### src/rtl/flash_cmd_pkg.sv
package flash_cmd_pkg;

  typedef struct packed {
    logic       supported;
    logic       hasAddr;
    logic [1:0] dummyBytes;
    logic       hasData;
  } cmdInfo_t;

  typedef struct packed {
    logic frameStart;
    logic latchOp;
    logic shiftAddr;
  } ctrlStrobe_t;

  typedef enum logic [2:0] {
    ST_IDLE,
    ST_OPCODE,
    ST_ADDR,
    ST_PAYLOAD,
    ST_IGNORE
  } frontState_t;

  function automatic cmdInfo_t makeInfo(input logic a, input logic [1:0] d, input logic x);
    cmdInfo_t r;
    r.supported  = 1'b1;
    r.hasAddr    = a;
    r.dummyBytes = d;
    r.hasData    = x;
    return r;
  endfunction

  function automatic cmdInfo_t lookupCmd(input logic [7:0] op);
    cmdInfo_t r;
    r = '0;
    case (op)
      8'h1B, 8'h77:                      r = makeInfo(1'b1, 2'd2, 1'b1);
      8'h0B, 8'h3B:                      r = makeInfo(1'b1, 2'd1, 1'b1);
      8'h03, 8'h02, 8'hA2, 8'h3C,
      8'h33, 8'h34, 8'h35, 8'h9B:        r = makeInfo(1'b1, 2'd0, 1'b1);
      8'h20, 8'h52, 8'hD8, 8'h36, 8'h39: r = makeInfo(1'b1, 2'd0, 1'b0);
      8'h05, 8'h01, 8'h31, 8'hF0, 8'h9F: r = makeInfo(1'b0, 2'd0, 1'b1);
      8'h06, 8'h04, 8'hB0, 8'hD0,
      8'h60, 8'hC7, 8'hB9, 8'hAB:        r = makeInfo(1'b0, 2'd0, 1'b0);
      default:                           r = '0;
    endcase
    return r;
  endfunction

endpackage

### src/rtl/flash_cmd_sync.sv
module flash_cmd_sync #(
  parameter int SYNC_STAGES = 2
) (
  input  logic clk,
  input  logic rstN,
  input  logic sckIn,
  input  logic csNIn,
  input  logic holdNIn,
  input  logic siIn,
  output logic csActive,
  output logic csFall,
  output logic csRise,
  output logic sckLevel,
  output logic sampleTick,
  output logic siSample,
  output logic holdActive
);
  localparam int TOP = SYNC_STAGES - 1;

  logic [TOP:0] sckPipe, csPipe, holdPipe, siPipe;
  logic sckPrev, csPrev;
  logic csLvl, holdLvl;

  always_ff @(posedge clk or negedge rstN) begin
    if (!rstN) begin
      sckPipe  <= '0;
      csPipe   <= '1;
      holdPipe <= '1;
      siPipe   <= '0;
      sckPrev  <= 1'b0;
      csPrev   <= 1'b1;
    end else begin
      sckPipe  <= {sckPipe[TOP-1:0], sckIn};
      csPipe   <= {csPipe[TOP-1:0], csNIn};
      holdPipe <= {holdPipe[TOP-1:0], holdNIn};
      siPipe   <= {siPipe[TOP-1:0], siIn};
      sckPrev  <= sckPipe[TOP];
      csPrev   <= csPipe[TOP];
    end
  end

  assign sckLevel = sckPipe[TOP];
  assign csLvl    = csPipe[TOP];
  assign holdLvl  = holdPipe[TOP];
  assign siSample = siPipe[TOP];
  assign csActive = ~csLvl;
  assign csFall   = csPrev & ~csLvl;
  assign csRise   = ~csPrev & csLvl;

  always_ff @(posedge clk or negedge rstN) begin
    if (!rstN) begin
      holdActive <= 1'b0;
    end else if (csLvl || holdLvl) begin
      holdActive <= 1'b0;
    end else if (!sckLevel) begin
      holdActive <= 1'b1;
    end
  end

  assign sampleTick = sckLevel & ~sckPrev & csActive & ~holdActive;
endmodule

### src/rtl/flash_cmd_dp.sv
module flash_cmd_dp
  import flash_cmd_pkg::*;
#(
  parameter int BYTE_W     = 8,
  parameter int ADDR_BYTES = 3,
  parameter int ADDR_W     = 21
) (
  input  logic              clk,
  input  logic              rstN,
  input  logic              sampleTick,
  input  logic              siSample,
  input  ctrlStrobe_t       strobe,
  output logic              byteDone,
  output logic [BYTE_W-1:0] rxByte,
  output logic [BYTE_W-1:0] opReg,
  output logic [ADDR_W-1:0] addrOut
);
  localparam int CNT_W   = $clog2(BYTE_W);
  localparam int FULL_W  = ADDR_BYTES * BYTE_W;
  localparam logic [CNT_W-1:0] LAST_BIT = CNT_W'(BYTE_W - 1);

  logic [CNT_W-1:0]  bitCnt;
  logic [FULL_W-1:0] addrReg;

  always_ff @(posedge clk or negedge rstN) begin
    if (!rstN) begin
      bitCnt   <= '0;
      rxByte   <= '0;
      byteDone <= 1'b0;
    end else if (strobe.frameStart) begin
      bitCnt   <= '0;
      byteDone <= 1'b0;
    end else if (sampleTick) begin
      rxByte   <= {rxByte[BYTE_W-2:0], siSample};
      bitCnt   <= bitCnt + 1'b1;
      byteDone <= (bitCnt == LAST_BIT);
    end else begin
      byteDone <= 1'b0;
    end
  end

  always_ff @(posedge clk or negedge rstN) begin
    if (!rstN) begin
      opReg   <= '0;
      addrReg <= '0;
    end else begin
      if (strobe.latchOp)   opReg   <= rxByte;
      if (strobe.shiftAddr) addrReg <= {addrReg[FULL_W-BYTE_W-1:0], rxByte};
    end
  end

  assign addrOut = addrReg[ADDR_W-1:0];
endmodule

### src/rtl/flash_cmd_ctrl.sv
module flash_cmd_ctrl
  import flash_cmd_pkg::*;
#(
  parameter int ADDR_BYTES = 3
) (
  input  logic        clk,
  input  logic        rstN,
  input  logic        csFall,
  input  logic        csRise,
  input  logic        byteDone,
  input  logic [7:0]  rxByte,
  output ctrlStrobe_t strobe,
  output logic        cmdValid,
  output logic        frameEnd
);
  localparam int ACNT_W = $clog2(ADDR_BYTES + 1);
  localparam logic [ACNT_W-1:0] LAST_ADDR = ACNT_W'(ADDR_BYTES - 1);

  frontState_t      state, stateNext;
  logic [ACNT_W-1:0] addrCnt, addrCntNext;
  logic              validNext;
  cmdInfo_t          info;

  assign info = lookupCmd(rxByte);

  always_comb begin
    stateNext   = state;
    addrCntNext = addrCnt;
    validNext   = 1'b0;
    strobe      = '0;
    if (csRise) begin
      stateNext = ST_IDLE;
    end else begin
      case (state)
        ST_IDLE: if (csFall) begin
          strobe.frameStart = 1'b1;
          stateNext         = ST_OPCODE;
        end
        ST_OPCODE: if (byteDone) begin
          if (!info.supported) begin
            stateNext = ST_IGNORE;
          end else begin
            strobe.latchOp = 1'b1;
            addrCntNext    = '0;
            if (info.hasAddr) begin
              stateNext = ST_ADDR;
            end else begin
              validNext = 1'b1;
              stateNext = ST_PAYLOAD;
            end
          end
        end
        ST_ADDR: if (byteDone) begin
          strobe.shiftAddr = 1'b1;
          if (addrCnt == LAST_ADDR) begin
            validNext = 1'b1;
            stateNext = ST_PAYLOAD;
          end else begin
            addrCntNext = addrCnt + 1'b1;
          end
        end
        default: ;
      endcase
    end
  end

  always_ff @(posedge clk or negedge rstN) begin
    if (!rstN) begin
      state    <= ST_IDLE;
      addrCnt  <= '0;
      cmdValid <= 1'b0;
      frameEnd <= 1'b0;
    end else begin
      state    <= stateNext;
      addrCnt  <= addrCntNext;
      cmdValid <= validNext;
      frameEnd <= csRise;
    end
  end
endmodule

### src/rtl/flash_cmd_front.sv
module flash_cmd_front
  import flash_cmd_pkg::*;
#(
  parameter int SYNC_STAGES = 2,
  parameter int ADDR_BYTES  = 3,
  parameter int ADDR_W      = 21
) (
  input  logic              clk,
  input  logic              rstN,
  input  logic              sckIn,
  input  logic              csNIn,
  input  logic              holdNIn,
  input  logic              siIn,
  output logic              cmdValid,
  output logic [7:0]        cmdOpcode,
  output logic [ADDR_W-1:0] cmdAddr,
  output logic [1:0]        cmdDummyBytes,
  output logic              cmdHasData,
  output logic              frameEnd,
  output logic              holdActive
);
  logic        csActive, csFall, csRise, sckLevel, sampleTick, siSample;
  logic        byteDone;
  logic [7:0]  rxByte;
  ctrlStrobe_t strobe;
  cmdInfo_t    opInfo;

  flash_cmd_sync #(.SYNC_STAGES(SYNC_STAGES)) i_sync (
    .clk, .rstN, .sckIn, .csNIn, .holdNIn, .siIn,
    .csActive, .csFall, .csRise, .sckLevel, .sampleTick, .siSample, .holdActive
  );

  flash_cmd_dp #(.BYTE_W(8), .ADDR_BYTES(ADDR_BYTES), .ADDR_W(ADDR_W)) i_dp (
    .clk, .rstN, .sampleTick, .siSample, .strobe,
    .byteDone, .rxByte, .opReg(cmdOpcode), .addrOut(cmdAddr)
  );

  flash_cmd_ctrl #(.ADDR_BYTES(ADDR_BYTES)) i_ctrl (
    .clk, .rstN, .csFall, .csRise, .byteDone, .rxByte,
    .strobe, .cmdValid, .frameEnd
  );

  assign opInfo        = lookupCmd(cmdOpcode);
  assign cmdDummyBytes = opInfo.dummyBytes;
  assign cmdHasData    = opInfo.hasData;
endmodule

### config.mk
export PLATFORM = sky130hd
export DESIGN_NAME = flash_cmd_front
export DESIGN_NICKNAME = d
export VERILOG_FILES = /design/src/rtl/flash_cmd_pkg.sv /design/src/rtl/flash_cmd_sync.sv /design/src/rtl/flash_cmd_dp.sv /design/src/rtl/flash_cmd_ctrl.sv /design/src/rtl/flash_cmd_front.sv
export SDC_FILE = /design/constraint.sdc
export NUM_CORES = 1
export LEC_CHECK = 0
export ABC_CLOCK_PERIOD_IN_PS = 3850
export CAP_MARGIN = 5
export CORE_AREA = 2 2 80 82
export DETAILED_ROUTE_END_ITERATION = 7
export DIE_AREA = 0 0 82 84
export HOLD_SLACK_MARGIN = 0.02
export PLACE_DENSITY = 0.75
export SYNTH_ARGS = -nofsm -noshare
export SYNTH_HDL_FRONTEND = slang
export SYNTH_HIERARCHICAL = 1
export SYNTH_SLANG_ARGS = --single-unit
export TNS_END_PERCENT = 5
### constraint.sdc
create_clock -name clk -period 3.85 [get_ports clk]
set_clock_uncertainty 0.05 [all_clocks]
set_input_delay 0.77 -clock clk [delete_from_list [all_inputs] [get_ports clk]]
set_output_delay 0.77 -clock clk [all_outputs]
set_load 0.005 [all_outputs]
# Word level (Yosys, flattened, before mapping)
# Index checks and enable logic that the tools add are counted.
# word_totals
output_inout_bits,35
wordCells,158
reg_bits,59
input_bits,6
# classes
reduce_logical,20
bitwise_logic,11
add_sub_neg,2
mux,36
n_eq_ne,73
# ops
cell,count
$eq A8 B8 Y1 const B,20
$eq A8 B6 Y1 const B,18
$eq A8 B3 Y1 const B,6
$eq A8 B7 Y1 const B,6
$eq A8 B2 Y1 const B,4
$reduce_or A8 Y1,4
$pmux W5 S6,1
$mux W3,9
$reduce_or A5 Y1,4
$mux W1,18
$pmux W3 S6,1
$eq A8 B1 Y1 const B,2
$eq A8 B4 Y1 const B,2
$eq A8 B5 Y1 const B,2
$ne A3 B2 Y1 const B,3
$pmux W3 S3,1
$mux W2,4
$ne A2 B2 Y1 const B,4
$reduce_or A2 Y1,4
$not A1 Y1,6
$reduce_and A6 Y1,1
$and A1 B1 Y1,5
$reduce_and A5 Y1,1
$pmux W2 S2,1
14 further kinds,15

# Depth between registers and ports, before layout
# Gate-level depths: netlist of the first run.
# logic_depth
ltp_word,9
mapped_depth,9
ltp_nobuf,7

# By module
# The synthesis of the first run kept the hierarchy.
# modules_own_cells
module,seq_area_each_um2,area_per_inst_um2,cells_each,instances
flash_cmd_dp,1026.0,1594.0,92,1
flash_cmd_ctrl,175.2,773.2,96,1
flash_cmd_sync,281.5,326.6,17,1
flash_cmd_front,0.0,231.5,31,1

# Worst setup path after synthesis of the first run
# OpenSTA, ideal clock, no wires.
# synth_timing
path_type,register to register
from,reg i_dp.rxByte[4]
to,reg i_dp.opReg[0]
setup_slack_ns,1.637
setup_time_ns,0.125
path_stages_with_launch,10
required_ns,3.675
path_buffers,2
arrival_time_ns,2.039
period_less_slack_ns,2.213
cell_sequence,dfrtp_1 -> buf_6 -> and2b_4 -> a21oi_1 -> or4b_1 -> a21oi_2 -> nor4_2 -> nor2_1 -> buf_2 -> mux2_2
# synth_rtl
item,line_no,text
start: declaration,flash_cmd_dp.sv:14,"output logic [BYTE_W-1:0] rxByte,"
start signal: assignment,flash_cmd_dp.sv:34,"rxByte <= {rxByte[BYTE_W-2:0], siSample};"
end signal: assignment,flash_cmd_dp.sv:47,if (strobe.latchOp) opReg <= rxByte;
end: declaration,flash_cmd_dp.sv:15,"output logic [BYTE_W-1:0] opReg,"

# Worst setup path in the final report of the first run
# layout_timing
from,reg i_dp.opReg[7]
to,out cmdHasData
# layout_between
elab_chain_cells,3
word_cells_on_any_way,37
cone_classes,eq/ne (30); mux (1); reduce/logical (6)
# layout_rtl
item,line_no,text
"$eq A8 B3 Y1, or another cell as far along",flash_cmd_pkg.sv:36,case (op)
"$reduce_or A8 Y1, or another cell as far along",flash_cmd_pkg.sv:36,
$pmux W3 S6 *,flash_cmd_pkg.sv:36,
end: declaration,flash_cmd_front.sv:18,"output logic cmdHasData,"
# Mark *: on every way between the ends. The rest lies on a longest branch, timed or not.

==> results of run 1 <==
## synthesized netlist by cell type, types with 4 or more instances
cell / instances / share of area [%]
dfrtp_1: 54 / 46
buf_2: 7 / 1.2
nand4_1: 6 / 1.3
nand2_1: 6 / 0.77
a21oi_1: 4 / 0.68
mux2_4: 8 / 4.1
dfstp_2: 5 / 4.5
nand3_1: 6 / 1.0
nor2_1: 11 / 1.4
nor3b_1: 5 / 1.3
inv_1: 7 / 0.90
nor2b_1: 5 / 1.1
mux2_2: 29 / 11
nor3_1: 5 / 0.86
nand4b_1: 6 / 1.8
buf_4: 4 / 1.0
## worst max-delay path: cells and delay by family, from the launching register on
family                 cells  cell delay [ns]
DFF                        1             0.48
buffers and inverters      1             0.50
and+or+nand+nor            4             1.01
## through the flow
| step | setup WS, ns | power, mW | hold slack [ns] |
|---|---|---|---|
| after global placement | 1.084 | 1.054 | 0.2827 |
| final | 0.7073 | 1.559 | 0.3084 |
| after CTS | 0.6866 | 1.575 | 0.3056 |
| after floorplan | 1.637 | 1.008 | 0.2812 |
| after detailed placement | 1.063 | 1.065 | 0.2879 |
| after global routing | 0.5154 | 1.660 | 0.3096 |
## layer usage
metal | wire, um | vias to the layer above | part of all wire (%) | track usage [%]
li1 | - | 949 | - | -
met1 | 2452 | 976 | 48 | 23.62
met2 | 2410 | 44 | 47 | 24.54
met3 | 189 | 10 | 3.7 | 4.221
met4 | 98 | 0 | 1.9 | 8.030
met5 | 0 | - | 0 | 0
## area by class of cell
| type | instances | share of cell area, % |
|---|---|---|
| repair buffers | 41 | 11.52 |
| well taps | 77 | 2.755 |
| clock buffers | 9 | 3.542 |
| inverters | 8 | 0.8587 |
| flip-flops and latches | 59 | 42.40 |
| multi-input cells | 154 | 37.21 |
| clock inverters | 7 | 1.717 |
## registers in the layout (all words and copies together) (netlist names)
register / cells
i_dp/addrReg: 21
i_dp/opReg: 8
i_dp/rxByte: 8
i_ctrl/state: 3
i_dp/bitCnt: 3
i_ctrl/addrCnt: 2
i_sync/csPipe: 2
i_sync/holdPipe: 2
i_sync/sckPipe: 2
i_sync/siPipe: 2
i_ctrl/cmdValid: 1
i_ctrl/frameEnd: 1
i_dp/byteDone: 1
i_sync/csPrev: 1
i_sync/holdActive: 1
i_sync/sckPrev: 1
## report_power, final
| part | leakage, nW | switching (mW) | internal (mW) |
|---|---|---|---|
| registers | 0.781 | 0.136 | 0.668 |
| clock network | 0.0908 | 0.263 | 0.243 |
| logic | 0.607 | 0.113 | 0.137 |
## logic make-up (layout without fill, tap and decap cells)
| logic type | count (synthesis) | in the layout | share of synthesized area (%) |
|---|---|---|---|
| AOI/OAI and AO/OA | 26 | 26 | 6.545 |
| xor gates and xnor gates | 3 | 3 | 0.8984 |
| adders and majority gates | 4 | 4 | 1.625 |
| buffers and inverters | 23 | 65 | 4.833 |
| DFF | 59 | 59 | 50.68 |
| muxes | 39 | 39 | 15.95 |
| and+or+nand+nor | 82 | 82 | 19.46 |
## worst max path at each step
| stage | start | to | cells after the start |
|---|---|---|---|
| floorplan | i_dp/opReg[5] | cmdHasData | 5 |
| global placement | i_dp/opReg[4] | cmdHasData | 5 |
| detailed placement | i_dp/opReg[7] | cmdHasData | 5 |
| CTS | i_dp/opReg[7] | cmdHasData | 5 |
| global route | i_dp/opReg[4] | cmdHasData | 5 |
| finish | i_dp/opReg[7] | cmdHasData | 5 |
==> metrics.md, run 1 <==
| Metric | Value |
|---|---|
| Flip-flop and latch count after synthesis | 59 |
| Syn. warnings | 6 |
| Final core utilization | 57.37% |
| Peak supply drop | 239.7 uV |
| Layout cells sized above 1 | 27.34% |
| Final std cells w/o fill | 355 |
| # DRC | 0 |
| HP Class | reg -> reg |
| DP HPWL | 3354 um |
| Final Max Tran Viols | 0 |
| Setup violations, final | 0 |
| Hold Path Stages | 0 |
| Nets | 282 |
| Register area | 1483 um^2 |
| Placed Cells | 339 |
| Synthesized cell area | 2925 um^2 |
| Die extent in y | 84 um |
| Cell Rows | 29 |
| Seq/Total Area, Yosys | 50.68% |
| Antenna viol nets, final | 0 |
| IO Port Bufs | 40 |
| Synthesized instance count | 236 |
| CP Class | reg -> out |
| Die width | 82 um |
| Slowest-stage cell, CP | or4b_1 |
| Number of flops mapped to enable cells by yosys | 0 |
| Unique masters post-synth | 62 |
| Vias per Instance | 5.575 |
| Syn nets | 245 |
| Max Buffers Root-to-Sink | 2 |
| RSZ-0062 raised after global routing | false |
| Initial Util | 47.99% |
| Root Buffer | clkbuf_8 |
| R2R depth | 7 |
| Most frequent cells in the layout | dfrtp_1, clkdlybuf4s50_1, mux2_2, nor2_1, clkbuf_8 |
| Worst slew pin tran | 0.8318 ns |
| Reg2reg start | i_dp/rxByte[7] |
| Hold path start | i_sync/csPipe[0] |
| Count of hold buffers inserted by post-cts repair | 0 |
| WHS Endpoint | i_sync/csPipe[1] |
| Tcrit/Tclk final | 81.63% |
| Clock transition at path regs | 0.08 ns |
| Remaining Overflow, GRT | 0 |
| Global Route Usage Sum | 16.93% |
| N_diodes | 0 |
| Crit. End Element | output pin |
| Post-CTS setup buffer count | 0 |
| CTS resizes | 0 |
| Global-route wire length before repair | 9045 um |
| Lkg Pwr | 1.479 nW |
| Clock sink count | 59 |
| Final Cell Area | 3497 um^2 |
| RR Endpoint | i_dp/opReg[0] |
| Crit path DAT | 2.32 ns |
| Crit path largest cell delay | 0.53 ns |
| Outcome | complete, no violations |
| Die area | 6888 um^2 |
| Fmax | 318.2 MHz |
| Via count | 1979 |
| Asr flop ratio synth | 100.0% |
| Reg2reg setup slack | 1.06 ns |
| Clk_lat worst skew | 0.34 ns |
| Critical path fanouts, max | 11 |
| DR iter-0 viols | 74 |
| Pin count of the biggest net entering global routing | 35 |
| Worst Path Required | 3.03 ns |
| Period minus WS final | 3.143 ns |
| DR pass1 iterations | 4 |
| GP Congestion | 0.8736 |
| H-tree depth | 3 |
| Worst setup SP type | register |
| Number of global-route vias before repair | 1906 |
| Routed WL per cell | 14.51 um |
| Core Area | 6096 um^2 |
| Post-synth top flop | dfrtp_1 |
| Area of the multi-input gates | 1301 um^2 |
| CTS tree | yes |
| Power per cell area | 445.9 nW/um^2 |
| Slew HR | 44.49% |
| Fin Setup TNS | 0 ns |
| Max_cap viols | 0 |
| Fill cell count | 544 |
| Number of I/O pins | 41 |
| Commonest non-fill, non-tap cell in the layout | dfrtp_1 |
| Antenna violations before repair | 0 |
| Area Overhead vs Synth | 19.55% |
| Number of CTS-inserted buffers | 9 |
| Syn avg cell area | 12.40 um^2 |
| Critical path cell sequence | or4b_1 > nor4b_1 > nor3_1 > nand4_1 > clkdlybuf4s50_1 |
| Final Hold Vio Count | 0 |
| Placed Area | 3313 um^2 |
| Total Routed Length | 5151 um |
(Power assumes the default switching activity.)
==> inputs of run 2 (changes only) <==
Settings changed: ABC_CLOCK_PERIOD_IN_PS 3850 to 2700, CORE_AREA 2 2 80 82 to 2 2 81 83, DIE_AREA 0 0 82 84 to 0 0 83 85, PLACE_DENSITY 0.75 to 0.77.
Clock period 3.85 ns to 2.7 ns, I/O delays scaled along.
==> run 2 against run 1 <==
  * Count of clock-buffer cells in the layout grew 5
  * Utilization up 2.0 points
  * Final cell count increased by 5.4%
  * Sequential power is 34% higher
  * Die area is 2.4% higher
  * Total power increased by 54%
  * First-iteration DRC count up 100%
  * Sequential share of layout area decreased by 2.1 points
==> metrics.md, run 2 (synthesis results as in run 1) <==
| Metric | Value |
|---|---|
| Clock transition at path regs | 0.06 ns |
| Placed Cells | 353 |
| Final std cells w/o fill | 374 |
| Die width | 83 um |
| DR iter-0 viols | 148 |
| Via count | 2045 |
| IO Port Bufs | 40 |
| WHS | 0.1946 ns |
| Final Hold Vio Count | 0 |
| Peak supply drop | 418.6 uV |
| RSZ-0062 raised after global routing | false |
| Total Routed Length | 5447 um |
| Largest Register | i_dp/addrReg |
| CP Class | reg -> out |
| Final worst slack | 0.1029 ns |
| Root Buffer | clkbuf_8 |
| Number of global-route vias before repair | 2030 |
| Final Cell Area | 3685 um^2 |
| Gate power share | 20.8% |
| Crit path largest cell delay | 0.53 ns |
| Levels on crit path | 3 |
| Pin count of the biggest net entering global routing | 33 |
| Number of I/O pins | 41 |
| Slew HR | 55.81% |
| Layout cells sized above 1 | 32.66% |
| # DRC | 0 |
| GP Congestion | 0.8971 |
| Top delay family on crit path | buffers and inverters |
| Worst slew pin tran | 0.6628 ns |
| Die area | 7055 um^2 |
| Max_cap viols | 0 |
| Tot Pwr | 2.405 mW |
| R2R depth | 8 |
| DR pass1 iterations | 4 |
| Power per cell area | 652.8 nW/um^2 |
| Tcrit/Tclk final | 96.19% |
| Commonest non-fill, non-tap cell in the layout | dfrtp_1 |
| Vias per Instance | 5.468 |
| Final Max Tran Viols | 0 |
| Clk_lat worst skew | 0.33 ns |
| Sequential share of power | 45.0% |
| DP Worst Slack | 0.2194 ns |
| Clk pwr share | 34.2% |
| Routed WL per cell | 14.56 um |
| Most frequent cells in the layout | dfrtp_1, clkdlybuf4s50_1, mux2_2, buf_4, clkbuf_8 |
| Outcome | complete, no violations |
| DP HPWL | 3697 um |
| HP Class | in -> async |
| Global Route Usage Sum | 16.72% |
| Critical path cell sequence | or4b_4 > a21oi_2 > clkdlybuf4s50_1 |
| Psw | 691.8 uW |
| Internal Power | 1.714 mW |
| Remaining Overflow, GRT | 0 |
| Fmax | 385.0 MHz |
| Count of hold buffers inserted by post-cts repair | 0 |
| Cell Rows | 29 |
| Final core utilization | 59.39% |
| Area Overhead vs Synth | 25.96% |
| Clock sink count | 59 |
| Initial Util | 47.15% |
| Period minus WS final | 2.597 ns |
| CTS tree | yes |
| Sw frac | 28.76% |
| N_diodes | 0 |
| Setup violations, final | 0 |
| Nets | 301 |
| Global-route wire length before repair | 9639 um |
| Crit. End Element | output pin |
| Die extent in y | 85 um |
| Antenna violations before repair | 0 |
| H-tree depth | 3 |
| Antenna viol nets, final | 0 |
| Slowest-stage cell, CP | clkdlybuf4s50_1 |
| Crit path DAT | 2.01 ns |
| Critical path fanouts, max | 8 |
| Core Area | 6205 um^2 |
| Worst Path Required | 2.11 ns |
| Worst setup SP type | register |
| Top flop regs | i_dp/addrReg (21), i_dp/opReg (8), i_dp/rxByte (8) |
| WP buf/inv | 1 |
| Fin Setup TNS | 0 ns |
| Placed Area | 3431 um^2 |
| Lkg Pwr | 1.600 nW |
| Max reg flops | 21 |
| Number of CTS-inserted buffers | 9 |
| Max Buffers Root-to-Sink | 2 |
## run 2: path summary, 6_finish.rpt
kind	start	to	slack (ns)
min in group clk	i_sync/siPipe[0]	i_sync/siPipe[1]	0.30
max in group asynchronous	rstN	i_sync/csPipe[0]	1.74
min reg2reg	i_sync/siPipe[0]	i_sync/siPipe[1]	0.30
max	i_dp/opReg[2]	cmdDummyBytes[1]	0.10
min	rstN	i_dp/addrReg[2]	0.19
max reg2reg	i_dp/rxByte[4]	i_dp/opReg[2]	0.29
## run 2: final cells by class
cell class / count / area (um^2)
flip-flops and latches: 59 / 1486
inverters: 8 / 30.03
multi-input cells: 154 / 1308
clock inverters: 2 / 35.03
fillers: 493 / 2520
clock buffers: 14 / 172.7
well taps: 77 / 96.34
repair buffers: 60 / 556.8
## run 2: per-layer routing
metal	up-vias	track usage, %	wire length (um)
li1	981	-	-
met1	1013	22.49	2558
met2	42	26.03	2583
met3	9	4.475	226
met4	0	6.557	78
met5	-	0	0
## run 2: timing repair
item,CTS,global route
setup endpoints to repair,1,0
resized for setup,5,0
setup buffers,5,0
## run 2: power groups by stage
stage               Sequential [mW]  Combinational, mW  Clock [mW]
floorplan                      1.03              0.408           0
global placement               1.09              0.485           0
detailed placement             1.10              0.498           0
CTS                            1.08              0.500       0.845
global route                   1.10              0.558       0.884
finish                         1.08              0.500       0.823
